==> config.mk <==
export PLATFORM = sky130hd
export DESIGN_NAME = mdc_commutator
export DESIGN_NICKNAME = d
export VERILOG_FILES = /design/src/rtl/mdc_pkg.sv /design/src/rtl/mdc_delay_line.sv /design/src/rtl/mdc_sel_ctrl.sv /design/src/rtl/mdc_rotator.sv /design/src/rtl/mdc_commutator.sv
export SDC_FILE = /design/constraint.sdc
export NUM_CORES = 1
export LEC_CHECK = 0
export BUFFER_PORTS_ARGS = -buffer_cell sky130_fd_sc_hd__buf_2
export CAP_MARGIN = 20
export CORE_ASPECT_RATIO = 0.7
export CORE_MARGIN = 3
export CORE_UTILIZATION = 45
export DETAILED_ROUTE_END_ITERATION = 8
export RECOVER_POWER = 100
export SLEW_MARGIN = 0
export SYNTH_ARGS = -nofsm -noshare
export SYNTH_HDL_FRONTEND = slang
export SYNTH_SLANG_ARGS = --single-unit
export TNS_END_PERCENT = 20
==> constraint.sdc <==
create_clock -name clk -period 1.8 [get_ports clk]
set_input_delay 0.54 -clock clk [delete_from_list [all_inputs] [get_ports clk]]
set_output_delay 0.54 -clock clk [all_outputs]
set_load 0.05 [all_outputs]
==> src/rtl/mdc_pkg.sv <==
package mdc_pkg;

  localparam int unsigned NPATH   = 4;
  localparam int unsigned SEL_W   = 2;
  localparam int unsigned WCNT_W  = 6;
  localparam int unsigned STAGE_MAX = WCNT_W / SEL_W;

  // base delay in words for a given stage (4^(stage-1))
  function automatic int unsigned base_delay(input int unsigned stage);
    return 1 << (SEL_W * (stage - 1));
  endfunction

  // pipeline distance from sync edge to the first valid output group
  function automatic int unsigned fill_latency(input int unsigned stage);
    return (NPATH - 1) * base_delay(stage) + 1;
  endfunction

endpackage

==> src/rtl/mdc_delay_line.sv <==
module mdc_delay_line #(
  parameter int unsigned WIDTH = 24,
  parameter int unsigned LEN   = 4
) (
  input  logic             clk,
  input  logic [WIDTH-1:0] din,
  output logic [WIDTH-1:0] dout
);

  generate
    if (LEN == 0) begin : g_wire
      assign dout = din;
    end else if (LEN == 1) begin : g_single
      logic [WIDTH-1:0] tail_q;
      always_ff @(posedge clk) begin
        tail_q <= din;
      end
      assign dout = tail_q;
    end else begin : g_chain
      localparam int unsigned SRL_LEN = LEN - 1;
      // storage without reset so it can map to shift-register or RAM cells
      logic [WIDTH-1:0] chain_q [SRL_LEN];
      logic [WIDTH-1:0] tail_q;
      always_ff @(posedge clk) begin
        chain_q[0] <= din;
        for (int unsigned t = 1; t < SRL_LEN; t++) begin
          chain_q[t] <= chain_q[t-1];
        end
        tail_q <= chain_q[SRL_LEN-1];
      end
      assign dout = tail_q;
    end
  endgenerate

endmodule

==> src/rtl/mdc_sel_ctrl.sv <==
module mdc_sel_ctrl
  import mdc_pkg::*;
#(
  parameter int unsigned STAGE = 2
) (
  input  logic             clk,
  input  logic             rst,
  input  logic             sync,
  output logic [SEL_W-1:0] sel,
  output logic             vld
);

  localparam int unsigned LAT    = fill_latency(STAGE);
  localparam int unsigned FILL_W = $clog2(LAT + 1);
  localparam int unsigned SEL_LO = SEL_W * (STAGE - 1);

  logic [WCNT_W-1:0] cnt_q;
  logic [WCNT_W-1:0] word_idx;
  logic [FILL_W-1:0] fill_q;
  logic              armed_q;
  logic              vld_q;

  assign word_idx = sync ? '0 : cnt_q;
  assign sel      = word_idx[SEL_LO +: SEL_W];

  always_ff @(posedge clk) begin
    if (rst) begin
      cnt_q <= '0;
    end else begin
      cnt_q <= word_idx + WCNT_W'(1);
    end
  end

  always_ff @(posedge clk) begin
    if (rst) begin
      fill_q  <= '0;
      armed_q <= 1'b0;
      vld_q   <= 1'b0;
    end else if (sync) begin
      fill_q  <= '0;
      armed_q <= 1'b1;
      vld_q   <= 1'b0;
    end else if (armed_q && fill_q == FILL_W'(LAT - 1)) begin
      vld_q   <= 1'b1;
    end else if (armed_q) begin
      fill_q  <= fill_q + FILL_W'(1);
    end
  end

  assign vld = vld_q;

  // sync restarts the word index, so the next stored count is 1
  assert_cnt_restart_R2: assert property (@(posedge clk) disable iff (rst)
    sync |=> cnt_q == WCNT_W'(1));

  // without sync the count advances by one per word
  assert_cnt_step_R2: assert property (@(posedge clk) disable iff (rst)
    !sync |=> cnt_q == $past(cnt_q) + WCNT_W'(1));

  // a sync drops the valid flag on the following edge
  assert_sync_drops_vld_R8: assert property (@(posedge clk) disable iff (rst)
    sync |=> !vld);

  // once valid, stays valid until a sync arrives
  assert_vld_sticky_R7: assert property (@(posedge clk) disable iff (rst)
    (vld && !sync) |=> vld);

  // valid can only rise after the fill count reached its end
  assert_vld_rise_R7: assert property (@(posedge clk) disable iff (rst)
    $rose(vld) |-> $past(fill_q) == FILL_W'(LAT - 1));

endmodule

==> src/rtl/mdc_rotator.sv <==
module mdc_rotator
  import mdc_pkg::*;
#(
  parameter int unsigned WIDTH = 24
) (
  input  logic [NPATH*WIDTH-1:0] a,
  input  logic [SEL_W-1:0]       sel,
  output logic [NPATH*WIDTH-1:0] b
);

  logic [NPATH-1:0] route [NPATH];

  generate
    for (genvar j = 0; j < NPATH; j++) begin : g_out
      logic [SEL_W-1:0] src;
      assign src = SEL_W'(j) + sel;
      always_comb begin
        route[j] = '0;
        route[j][src] = 1'b1;
        case (src)
          2'd0:    b[j*WIDTH +: WIDTH] = a[0*WIDTH +: WIDTH];
          2'd1:    b[j*WIDTH +: WIDTH] = a[1*WIDTH +: WIDTH];
          2'd2:    b[j*WIDTH +: WIDTH] = a[2*WIDTH +: WIDTH];
          default: b[j*WIDTH +: WIDTH] = a[3*WIDTH +: WIDTH];
        endcase
      end
    end
  endgenerate

  // every output picks exactly one source and all sources are used once
  always_comb begin
    assert_route_perm_R5: assert ((route[0] | route[1] | route[2] | route[3]) == 4'hF &&
                                  $onehot(route[0]) && $onehot(route[1]) &&
                                  $onehot(route[2]) && $onehot(route[3]));
  end

endmodule

==> src/rtl/mdc_commutator.sv <==
module mdc_commutator
  import mdc_pkg::*;
#(
  parameter int unsigned DATA_W = 12,
  parameter int unsigned STAGE  = 2
) (
  input  logic                    clk,
  input  logic                    rst,
  input  logic                    sync,
  input  logic [NPATH*DATA_W-1:0] din_re,
  input  logic [NPATH*DATA_W-1:0] din_im,
  output logic [NPATH*DATA_W-1:0] dout_re,
  output logic [NPATH*DATA_W-1:0] dout_im,
  output logic                    dout_vld
);

  localparam int unsigned D   = base_delay(STAGE);
  localparam int unsigned CW  = 2 * DATA_W;

  logic [NPATH*CW-1:0] pre_sw;
  logic [NPATH*CW-1:0] post_sw;
  logic [NPATH*CW-1:0] post_dly;
  logic [SEL_W-1:0]    sel;
  logic                vld;
  logic [NPATH*DATA_W-1:0] out_re_q;
  logic [NPATH*DATA_W-1:0] out_im_q;
  logic                vld_q;

  mdc_sel_ctrl #(.STAGE(STAGE)) u_ctrl (
    .clk  (clk),
    .rst  (rst),
    .sync (sync),
    .sel  (sel),
    .vld  (vld)
  );

  generate
    for (genvar i = 0; i < NPATH; i++) begin : g_in
      mdc_delay_line #(.WIDTH(CW), .LEN(i * D)) u_dly_in (
        .clk  (clk),
        .din  ({din_im[i*DATA_W +: DATA_W], din_re[i*DATA_W +: DATA_W]}),
        .dout (pre_sw[i*CW +: CW])
      );
    end
  endgenerate

  mdc_rotator #(.WIDTH(CW)) u_rot (
    .a   (pre_sw),
    .sel (sel),
    .b   (post_sw)
  );

  generate
    for (genvar j = 0; j < NPATH; j++) begin : g_out
      mdc_delay_line #(.WIDTH(CW), .LEN((NPATH - 1 - j) * D)) u_dly_out (
        .clk  (clk),
        .din  (post_sw[j*CW +: CW]),
        .dout (post_dly[j*CW +: CW])
      );

      always_ff @(posedge clk) begin
        if (rst) begin
          out_re_q[j*DATA_W +: DATA_W] <= '0;
          out_im_q[j*DATA_W +: DATA_W] <= '0;
        end else begin
          out_re_q[j*DATA_W +: DATA_W] <= post_dly[j*CW +: DATA_W];
          out_im_q[j*DATA_W +: DATA_W] <= post_dly[j*CW + DATA_W +: DATA_W];
        end
      end
    end
  endgenerate

  always_ff @(posedge clk) begin
    if (rst) vld_q <= 1'b0;
    else     vld_q <= vld;
  end

  // valid of the control stage is already registered; align to data register
  assign dout_re  = out_re_q;
  assign dout_im  = out_im_q;
  assign dout_vld = vld;

  // outputs are cleared on the edge after reset is seen
  assert_reset_clear_R1: assert property (@(posedge clk)
    rst |=> (dout_re == '0 && dout_im == '0 && !dout_vld));

  // the valid flag never falls without a sync or reset on the previous edge
  assert_vld_hold_R7: assert property (@(posedge clk) disable iff (rst)
    (vld_q && !dout_vld) |-> $past(sync));

endmodule

==> run_results.csv, run 1 <==
group,metric,value,unit
sta,finalSetupViolations,0,
yosys,synth_top_area_share,86.8,%
yosys,yosysUniqueCellTypes,36,
worst_setup_path,cp-end-kind,"output port",
worst_setup_path,worstPathCellList,"buf_4",
floorplan,start_util,45.7,%
cells_and_area,layout-area-overhead-vs-synth,22.2,%
detailed_routing,drc,0,
worst_setup_path,critPathRequiredTime,1260,ps
floorplan,die_w,309,um
sta,rsz0062_at_grt,"no",
cts,clk_pin_slew,70,ps
cts,cts_tree,"done",
cells_and_area,nNetsFinal,2238,
yosys,syn_nets,1899,
yosys,synthTopCellsByArea,"dfxtp_1 87%, mux2i_1 2.5%, o221ai_1 1.8%, nor2b_1 1.6%, nand2b_1 1.0%",
worst_setup_path,r2r-start,"u_ctrl.cnt_q[2]",
sta,finalCritPeriodShare,96.7,%
cells_and_area,drive_gt1_share,18.9,%
power,peakVddDrop,0.937,mV
detailed_routing,detail-route-antenna-nets,0,
cts,clock_path_buffers,3,
power,leakage,14.8,nW
place,dp_hpwl,29300,um
detailed_routing,drtIter0Drc,669,
sta,fmax,0.575,GHz
floorplan,fp-row-count,77,
cts,htreeDepth,3,
yosys,synth_simple_gate_area_share,4.57,%
worst_setup_path,cp_data_arrival_time,1200,ps
grt,gr-total-overflow,0,
worst_setup_path,critPathKind,"reg2out",
job,drv_cap,0,
yosys,synth.area.mux_share,3.49,%
power,power.total,54.8,mW
worst_setup_path,cp_max_fo,1,
worst_setup_path,r2r_slack,90,ps
grt,grt_max_degree,69,
worst_setup_path,crit_end,"dout_im[28]",
yosys,synth_xor_area_share,0.0604,%
grt,antenna_found_initial,10,
detailed_routing,drt_wl_total,45800,um
min_path,hp-class,"in2reg",
grt,grt_pass1_vias,12500,
yosys,synth_fa_ha_area_share,0.129,%
worst_setup_path,reg2regPathDepth,3,
detailed_routing,via_per_inst,4.20,
worst_setup_path,rr_endpoint,"g_out[2].u_dly_out.g_chain.chain_q[0][11]",
worst_setup_path,start_kind,"flip-flop",
run_status,status,"finished clean",
sta,min_period,1740,ps
yosys,synth_top_cell_by_area,"dfxtp_1",
detailed_routing,firstDrtPassIters,5,
floorplan,core_area,63500,um2
yosys,avgSynthCellArea,16.1,um2
place,io_buffers,195,
cts,cts_root_buf,"clkbuf_16",
sta,slew_viol_final,0,
sta,finClkSkew,14.5,ps
yosys,synth_compound_area_share,3.52,%
power,powerDensity,1550,nW/um2
yosys,syn-cell-area,29000,um2
grt,grt_pass1_wl,70600,um
yosys,ys_seq_area_share,86.8,%
cts,cts_buffers,103,
sta,finalHoldViolations,0,
sta,worst_pin_slew,888,ps
yosys,yosys_warnings,0,
yosys,synthCells,1797,
yosys,ys_ff_latch,1258,
floorplan,die_h,218,um
cts,cts.sinks,1258,
grt,grt_usage,13.6,%
worst_setup_path,path_buf_inv,1,
cts,insertion_delay,640,ps
detailed_routing,wl_per_cell,15.0,um
sta,max-slew-margin-rel,40.8,%
worst_setup_path,startpoint,"dout_im[28]",
worst_setup_path,cp.depth,1,
place,placed_cell_area,31000,um2
cells_and_area,final_cell_area,35400,um2
worst_setup_path,cp_top_family,"flip-flops",
yosys,synth_top_family_by_area,"simple AND/OR/NAND/NOR gates",
detailed_routing,num_vias,12800,
worst_setup_path,cpPeakStageDelay,360,ps
floorplan,dieArea,67600,um2
worst_setup_path,critPathSlowestCell,"dfxtp_1",
place,place_congestion,0.819,
floorplan,ios,196,
## how the worst min path moves through the flow
stage / start / end / slack [ps] / cells after the start
after floorplan: g_in[1].u_dly_in.g_chain.chain_q[2][0] / g_in[1].u_dly_in.dout[0] / 310 / 0
after global placement: g_out[0].u_dly_out.g_chain.chain_q[6][23] / g_out[0].u_dly_out.g_chain.chain_q[7][23] / 310 / 0
after detailed placement: g_in[1].u_dly_in.g_chain.chain_q[2][11] / g_in[1].u_dly_in.dout[11] / 310 / 0
after CTS: din_re[5] / g_out[0].u_dly_out.g_chain.chain_q[0][5] / 120 / 3
after global routing: din_re[5] / g_out[0].u_dly_out.g_chain.chain_q[0][5] / 140 / 3
final: din_re[5] / g_out[0].u_dly_out.g_chain.chain_q[0][5] / 170 / 3
## cells by family after synthesis
logic type	count (synthesis)
flip-flops	1258
AND/OR/NAND/NOR	257
AO/OA/AOI/OAI	110
multiplexers	98
buffers and inverters	69
adder cells (fa/ha/maj)	3
XOR/XNOR	2
## routing by layer
layer,wire (um),vias up,part of all wire (%),global-route usage (%)
li1,-,6569,-,-
met5,71,-,0.16,0
met3,2740,91,6.0,4.05
met1,23500,5886,51,20.1
met4,940,10,2.1,4.92
met2,18500,289,40,18.7
## registers in the layout, indices dropped and copies added, names as in the netlist
signal,count
dout_im,48
dout_re,48
g_in.u_dly_in.dout,72
g_in.u_dly_in.g_chain.chain_q,504
g_out.u_dly_out.dout,72
g_out.u_dly_out.g_chain.chain_q,504
u_ctrl.armed_q,1
u_ctrl.cnt_q,4
u_ctrl.fill_q,4
u_ctrl.vld,1
## cells in the mapped netlist
cell type  instances
buf_4              6
nand4_1            1
o22ai_2           19
nor2_1            28
nand3_1            3
a31oi_1            2
o32a_1             2
mux2_2            22
inv_1              7
mux2i_1           72
nor4_1             1
clkbuf_1          23
a21oi_1            4
buf_6             11
a211oi_1           2
dfxtp_1         1258
nor2b_1           75
o22ai_1            7
a2111oi_0          1
ha_1               3
o21bai_2           1
a41oi_1            1
o21ba_1            1
nor3_1            29
nand2b_1          48
o221ai_2           5
xor2_1             2
buf_2             20
nand2_1           71
or3b_4             1
mux2_1             4
buf_1              1
o21ai_1            2
buf_8              1
a21o_1             2
o221ai_1          61
## area by class of cell
type,instances,area (um2)
Timing Repair Buffer,296,2120
Fill cell,4960,28100
Antenna cell,3,7.51
Clock inverter,47,732
Clock buffer,145,3020
Sequential cell,1258,25200
Inverter,7,26.3
Tap cell,829,1040
Multi-Input combinational cell,470,3310
## through the flow
| step | TNS, ps | std cells | hold slack [ps] | setup WS (ps) | util [%] |
|---|---|---|---|---|---|
| finish | 0 | 3055 | 168 | 60.1 | 55.8 |
| global route | 0 | 3055 | 135 | 0.793 | 55.8 |
| global placement | 0 | 2788 | 310 | 126 | 48.8 |
| floorplan | 0 | 1797 | 310 | 220 | - |
| detailed placement | 0 | 2788 | 312 | 114 | 48.8 |
| CTS | -31.9 | 3052 | 119 | -31.9 | 56.0 |
## layout by cell type, fill, tap and decap left out, types with 4 or more instances in the layout
cell type | synthesis | layout
a21oi_1 | 4 | 4
buf_12 | 0 | 6
buf_2 | 20 | 133
buf_4 | 6 | 36
buf_6 | 11 | 7
bufinv_16 | 0 | 16
clkbuf_1 | 23 | 29
clkbuf_16 | 0 | 106
clkbuf_2 | 0 | 4
clkbuf_4 | 0 | 26
clkbuf_8 | 0 | 22
clkinv_2 | 0 | 16
clkinv_4 | 0 | 5
dfxtp_1 | 1258 | 1253
dfxtp_2 | 0 | 5
dlygate4sd3_1 | 0 | 72
inv_1 | 7 | 7
inv_6 | 0 | 4
mux2_1 | 4 | 6
mux2_2 | 22 | 20
mux2i_1 | 72 | 72
nand2_1 | 71 | 71
nand2b_1 | 48 | 46
nor2_1 | 28 | 28
nor2b_1 | 75 | 75
nor3_1 | 29 | 29
o221ai_1 | 61 | 64
o22ai_1 | 7 | 24
## power by group
part | internal (mW) | switching (mW)
sequential | 29.4 | 0.479
clock | 14.1 | 9.48
combinational | 0.510 | 0.791
## what timing repair did
item,CTS,global route
endpoints found under the hold margin,72,0
buffers inserted,0,0
hold buffers,72,0
endpoints found under the setup margin,35,22
resized for setup,45,22
(Power assumes the default switching activity.)
==> run 2: changes to the inputs <==
Settings changed: PLACE_DENSITY from default to 0.59.
==> run_results.csv, run 2 (synthesis results as in run 1) <==
group,metric,value,unit
power,combPwrFrac,2.4,%
grt,antenna_found_initial,10,
sta,finClkSkew,14.5,ps
detailed_routing,via_per_inst,4.17,
power,clock_power_share,42.9,%
place,dp_slack,71.6,ps
detailed_routing,drc,0,
floorplan,core_area,63500,um2
place,place_congestion,0.804,
grt,grt_pass1_vias,12500,
worst_setup_path,start_kind,"flip-flop",
power,peakVddDrop,0.887,mV
sta,finalSetupViolations,0,
worst_setup_path,cp-end-kind,"output port",
sta,finalCritPeriodShare,97.0,%
sta,max-slew-margin-rel,31.2,%
worst_setup_path,cp_data_arrival_time,1210,ps
sta,fin_ws,54.5,ps
cts,htreeDepth,3,
worst_setup_path,critPathKind,"reg2out",
floorplan,ios,196,
sta,min_period,1750,ps
cells_and_area,layout.cells.non_filler,3055,
power,netSwitchingPower,10.7,mW
sta,finalHoldViolations,0,
detailed_routing,firstDrtPassIters,5,
grt,grt_usage,13.3,%
floorplan,die_w,309,um
cts,cts_tree,"done",
cts,postCtsSetupBuffers,0,
detailed_routing,drtIter0Drc,576,
sta,rsz0062_at_grt,"no",
cells_and_area,nNetsFinal,2239,
cts,clock_path_buffers,3,
sta,fin_tns_setup,0,ps
floorplan,dieArea,67600,um2
cts,clk_pin_slew,70,ps
worst_setup_path,cp_max_fo,1,
worst_setup_path,cp_top_family,"flip-flops",
floorplan,die_h,218,um
detailed_routing,detail-route-antenna-nets,0,
worst_setup_path,cpPeakStageDelay,350,ps
place,dp_cells,2790,
place,io_buffers,195,
grt,grt_max_degree,42,
sta,worst_pin_slew,1030,ps
place,dp_hpwl,29000,um
place,placed_cell_area,31000,um2
detailed_routing,num_vias,12700,
detailed_routing,wl_per_cell,14.7,um
job,drv_cap,0,
cts,insertion_delay,650,ps
cells_and_area,layout-area-overhead-vs-synth,22.7,%
cts,cts_buffers,102,
power,powerDensity,1540,nW/um2
power,swShare,19.6,%
power,p_int,43.9,mW
power,power.total,54.6,mW
cells_and_area,drive_gt1_share,19.4,%
sta,slew_viol_final,0,
detailed_routing,drt_wl_total,44900,um
cts,cts_root_buf,"clkbuf_16",
worst_setup_path,path_buf_inv,1,
min_path,hp-class,"in2reg",
grt,grt_pass1_wl,69500,um
run_status,status,"finished clean",
power,leakage,14.9,nW
worst_setup_path,worstPathCellList,"buf_4",
worst_setup_path,critPathRequiredTime,1260,ps
cells_and_area,final_common_cell,"dfxtp_1",
sta,fmax,0.573,GHz
worst_setup_path,critPathSlowestCell,"dfxtp_1",
cells_and_area,reg.largest.list,"g_in.u_dly_in.g_chain.chain_q (504), g_out.u_dly_out.g_chain.chain_q (504)",
grt,gr-total-overflow,0,
floorplan,start_util,45.7,%
power,p_seq_share,54.7,%
cells_and_area,most-common-layout-cells,"1248 x dfxtp_1, 103 x clkbuf_16, 95 x buf_2",
cells_and_area,final_cell_area,35600,um2
cts,cts.sinks,1258,
floorplan,fp-row-count,77,
run 2: layout make-up:
type                       count  area, um2
sequential                  1258      25200
inverter                       7       26.3
fill                        4981      27900
tap                          829       1040
timing repair buffer         298       2280
antenna                        1       2.50
multi-input combinational    470       3310
clock buffer                 138       2930
clock inverter                54        792
run 2: power groups by stage:
| stage | registers (mW) | clock network (mW) | logic [mW] |
|---|---|---|---|
| floorplan | 30.7 | 0 | 0.369 |
| global placement | 30.5 | 0 | 1.16 |
| detailed placement | 30.5 | 0 | 1.17 |
| CTS | 29.9 | 24.1 | 1.36 |
| global route | 30.0 | 25.3 | 1.43 |
| finish | 29.9 | 23.4 | 1.34 |
run 2: through the flow:
step | hold slack, ps | utilization [%]
finish | 161 | 56.0
CTS | 107 | 56.2
floorplan | 310 | -
global placement | 310 | 48.8
global route | 109 | 56.0
detailed placement | 312 | 48.8
run 2: repair_timing:
item / CTS / global route
hold buffers: 72 / 0
endpoints found under the setup margin: 73 / 31
hold endpoints to repair: 72 / 0
gates resized for setup: 96 / 31
run 2: path summary, 6_finish.rpt:
| path | cells after the start | slack, ps | startpoint | end |
|---|---|---|---|---|
| max | 1 | 50 | dout_im[36] | dout_im[36] |
| min | 3 | 160 | din_im[5] | g_out[0].u_dly_out.g_chain.chain_q[0][17] |
| max reg2reg | 5 | 90 | u_ctrl.cnt_q[2] | g_out[2].u_dly_out.g_chain.chain_q[0][8] |
| min reg2reg | 0 | 320 | g_out[0].u_dly_out.g_chain.chain_q[2][7] | g_out[0].u_dly_out.g_chain.chain_q[3][7] |
run 2: worst min-delay path, stage by stage:
cell      delay, ps
buf_2           120
nand2_1          50
o221ai_1         60
run 2: metal layers:
metal,up-vias,global-route usage (%),wire length (um),share of wire [%]
li1,6557,-,-,-
met1,5836,19.2,22700,51
met2,274,18.8,18400,41
met3,68,4.82,3000,6.7
met4,10,3.86,701,1.6
met5,-,0,66,0.15
==> run 3: changes to the inputs <==
Settings changed: GPL_TIMING_DRIVEN from default to 0.
==> run_results.csv, run 3 (synthesis results as in run 1) <==
group,metric,value,unit
run_status,status,"finished clean",
grt,grt_pass1_vias,13100,
detailed_routing,firstDrtPassIters,5,
grt,grt_max_degree,18,
sta,fmax,0.560,GHz
worst_setup_path,r2r_slack,10,ps
sta,whs,67.6,ps
detailed_routing,wl_per_cell,19.1,um
worst_setup_path,cpPeakStageDelay,320,ps
detailed_routing,drtIter0Drc,819,
cts,postCtsSetupBuffers,0,
sta,finalSetupViolations,0,
grt,antenna_found_initial,16,
sta,slew_viol_final,0,
detailed_routing,drt_wl_total,58800,um
cts,htreeDepth,3,
cells_and_area,drive_gt1_share,21.2,%
grt,gr-total-overflow,0,
worst_setup_path,cp-end-kind,"flip-flop",
worst_setup_path,critPathRequiredTime,2260,ps
floorplan,die_w,309,um
job,drv_cap,0,
worst_setup_path,rr_endpoint,"g_out[0].u_dly_out.g_chain.chain_q[0][14]",
floorplan,dieArea,67600,um2
place,place_congestion,0.880,
detailed_routing,num_vias,13200,
power,powerDensity,1510,nW/um2
cells_and_area,nNetsFinal,2266,
min_path,hp-class,"in2reg",
power,leakage,14.9,nW
floorplan,die_h,218,um
cts,cts.sinks,1258,
worst_setup_path,cp_top_family,"buffers and inverters",
cells_and_area,most-common-layout-cells,"1257 x dfxtp_1, 118 x buf_2, 104 x clkbuf_16",
worst_setup_path,critPathSlowestCell,"dfxtp_1",
cts,insertion_delay,650,ps
worst_setup_path,path_buf_inv,4,
cts,clock_path_buffers,3,
sta,finalCritPeriodShare,99.2,%
grt,grt_usage,17.6,%
detailed_routing,via_per_inst,4.30,
grt,grt_pass1_wl,85200,um
sta,max-slew-margin-rel,35.3,%
cells_and_area,final_cell_area,35600,um2
worst_setup_path,critPathKind,"reg2reg",
place,dp_hpwl,39000,um
detailed_routing,detail-route-antenna-nets,0,
min_path,min_path_cells,1,
detailed_routing,drc,0,
cts,clk_pin_slew,70,ps
place,dp_cells,2819,
cells_and_area,reg.largest.list,"g_in.u_dly_in.g_chain.chain_q (504), g_out.u_dly_out.g_chain.chain_q (504)",
place,placed_cell_area,31000,um2
worst_setup_path,cp_max_fo,10,
cts,cts_tree,"done",
worst_setup_path,cp_data_arrival_time,2250,ps
floorplan,start_util,45.7,%
place,io_buffers,193,
worst_setup_path,cpMostUsedCell,"buf_8",
floorplan,fp-row-count,77,
sta,fin_ws,14.5,ps
cells_and_area,layout.cells.non_filler,3076,
place,dp_slack,-738,ps
power,peakVddDrop,1.17,mV
cells_and_area,final_common_cell,"dfxtp_1",
worst_setup_path,start_kind,"flip-flop",
cells_and_area,layout-area-overhead-vs-synth,22.9,%
worst_setup_path,worstPathCellList,"buf_4 -> buf_6 -> buf_8 -> buf_8 -> mux2i_2 -> o221ai_1",
min_path,min_to,"g_in[1].u_dly_in.g_chain.chain_q[0][0]",
min_path,worstHoldStart,"din_re[12]",
sta,finalHoldViolations,0,
sta,finClkSkew,27.3,ps
worst_setup_path,reg2regPathDepth,6,
cts,cts_buffers,102,
sta,rsz0062_at_grt,"yes",
floorplan,ios,196,
sta,worst_pin_slew,970,ps
sta,min_period,1790,ps
worst_setup_path,r2r-start,"u_ctrl.cnt_q[2]",
floorplan,core_area,63500,um2
cts,cts_root_buf,"clkbuf_16",
## run 3: report_power, final
| part | switching, mW | internal (mW) | total [mW] |
|---|---|---|---|
| Sequential | 0.460 | 29.4 | 29.8 |
| Combinational | 0.938 | 0.538 | 1.48 |
| Clock | 9.33 | 13.2 | 22.5 |
## run 3: stage by stage
stage	power [mW]	util (%)	TNS, ps
floorplan	31.0	-	0
global placement	31.7	48.8	-43780
detailed placement	31.7	48.8	-43280
CTS	54.5	55.9	-145
global route	55.9	56.1	-30.2
finish	53.8	56.1	0
## run 3: area by class of cell
| class | instances | area [um2] |
|---|---|---|
| antenna | 4 | 10.0 |
| buffer | 61 | 429 |
| clock buffer | 139 | 2930 |
| clock inverter | 44 | 589 |
| fill | 4959 | 27900 |
| inverter | 7 | 26.3 |
| multi-input combinational | 470 | 3540 |
| sequential | 1258 | 25200 |
| tap | 829 | 1040 |
| timing repair buffer | 264 | 1880 |
## run 3: routing by layer
| layer | routed length, um | part of all wire (%) | global-route usage, % | vias up |
|---|---|---|---|---|
| met5 | 65 | 0.11 | 0 | - |
| met4 | 1200 | 2.0 | 5.65 | 12 |
| met3 | 3860 | 6.6 | 5.37 | 95 |
| met2 | 23700 | 40 | 24.4 | 347 |
| met1 | 30000 | 51 | 26.0 | 6129 |
| li1 | - | - | - | 6631 |
## run 3: how the worst max path moves through the flow
| stage | startpoint | cells after the start | to |
|---|---|---|---|
| 2_1_floorplan | sync | 6 | u_ctrl.cnt_q[1] |
| 3_3_place_gp | rst | 3 | dout_re[45] |
| 3_5_place_dp | rst | 3 | dout_re[46] |
| 4_1_cts | u_ctrl.cnt_q[3] | 5 | g_out[1].u_dly_out.g_chain.chain_q[0][22] |
| 5_1_grt | dout_re[10] | 1 | dout_re[10] |
| 6_report | u_ctrl.cnt_q[2] | 6 | g_out[0].u_dly_out.g_chain.chain_q[0][14] |
## run 3: timing repair
item / CTS / global route
pin swaps: 0 / 0
hold endpoints to repair: 71 / 0
gates resized for setup: 89 / 44
hold buffers: 71 / 0
endpoints found under the setup margin: 108 / 58
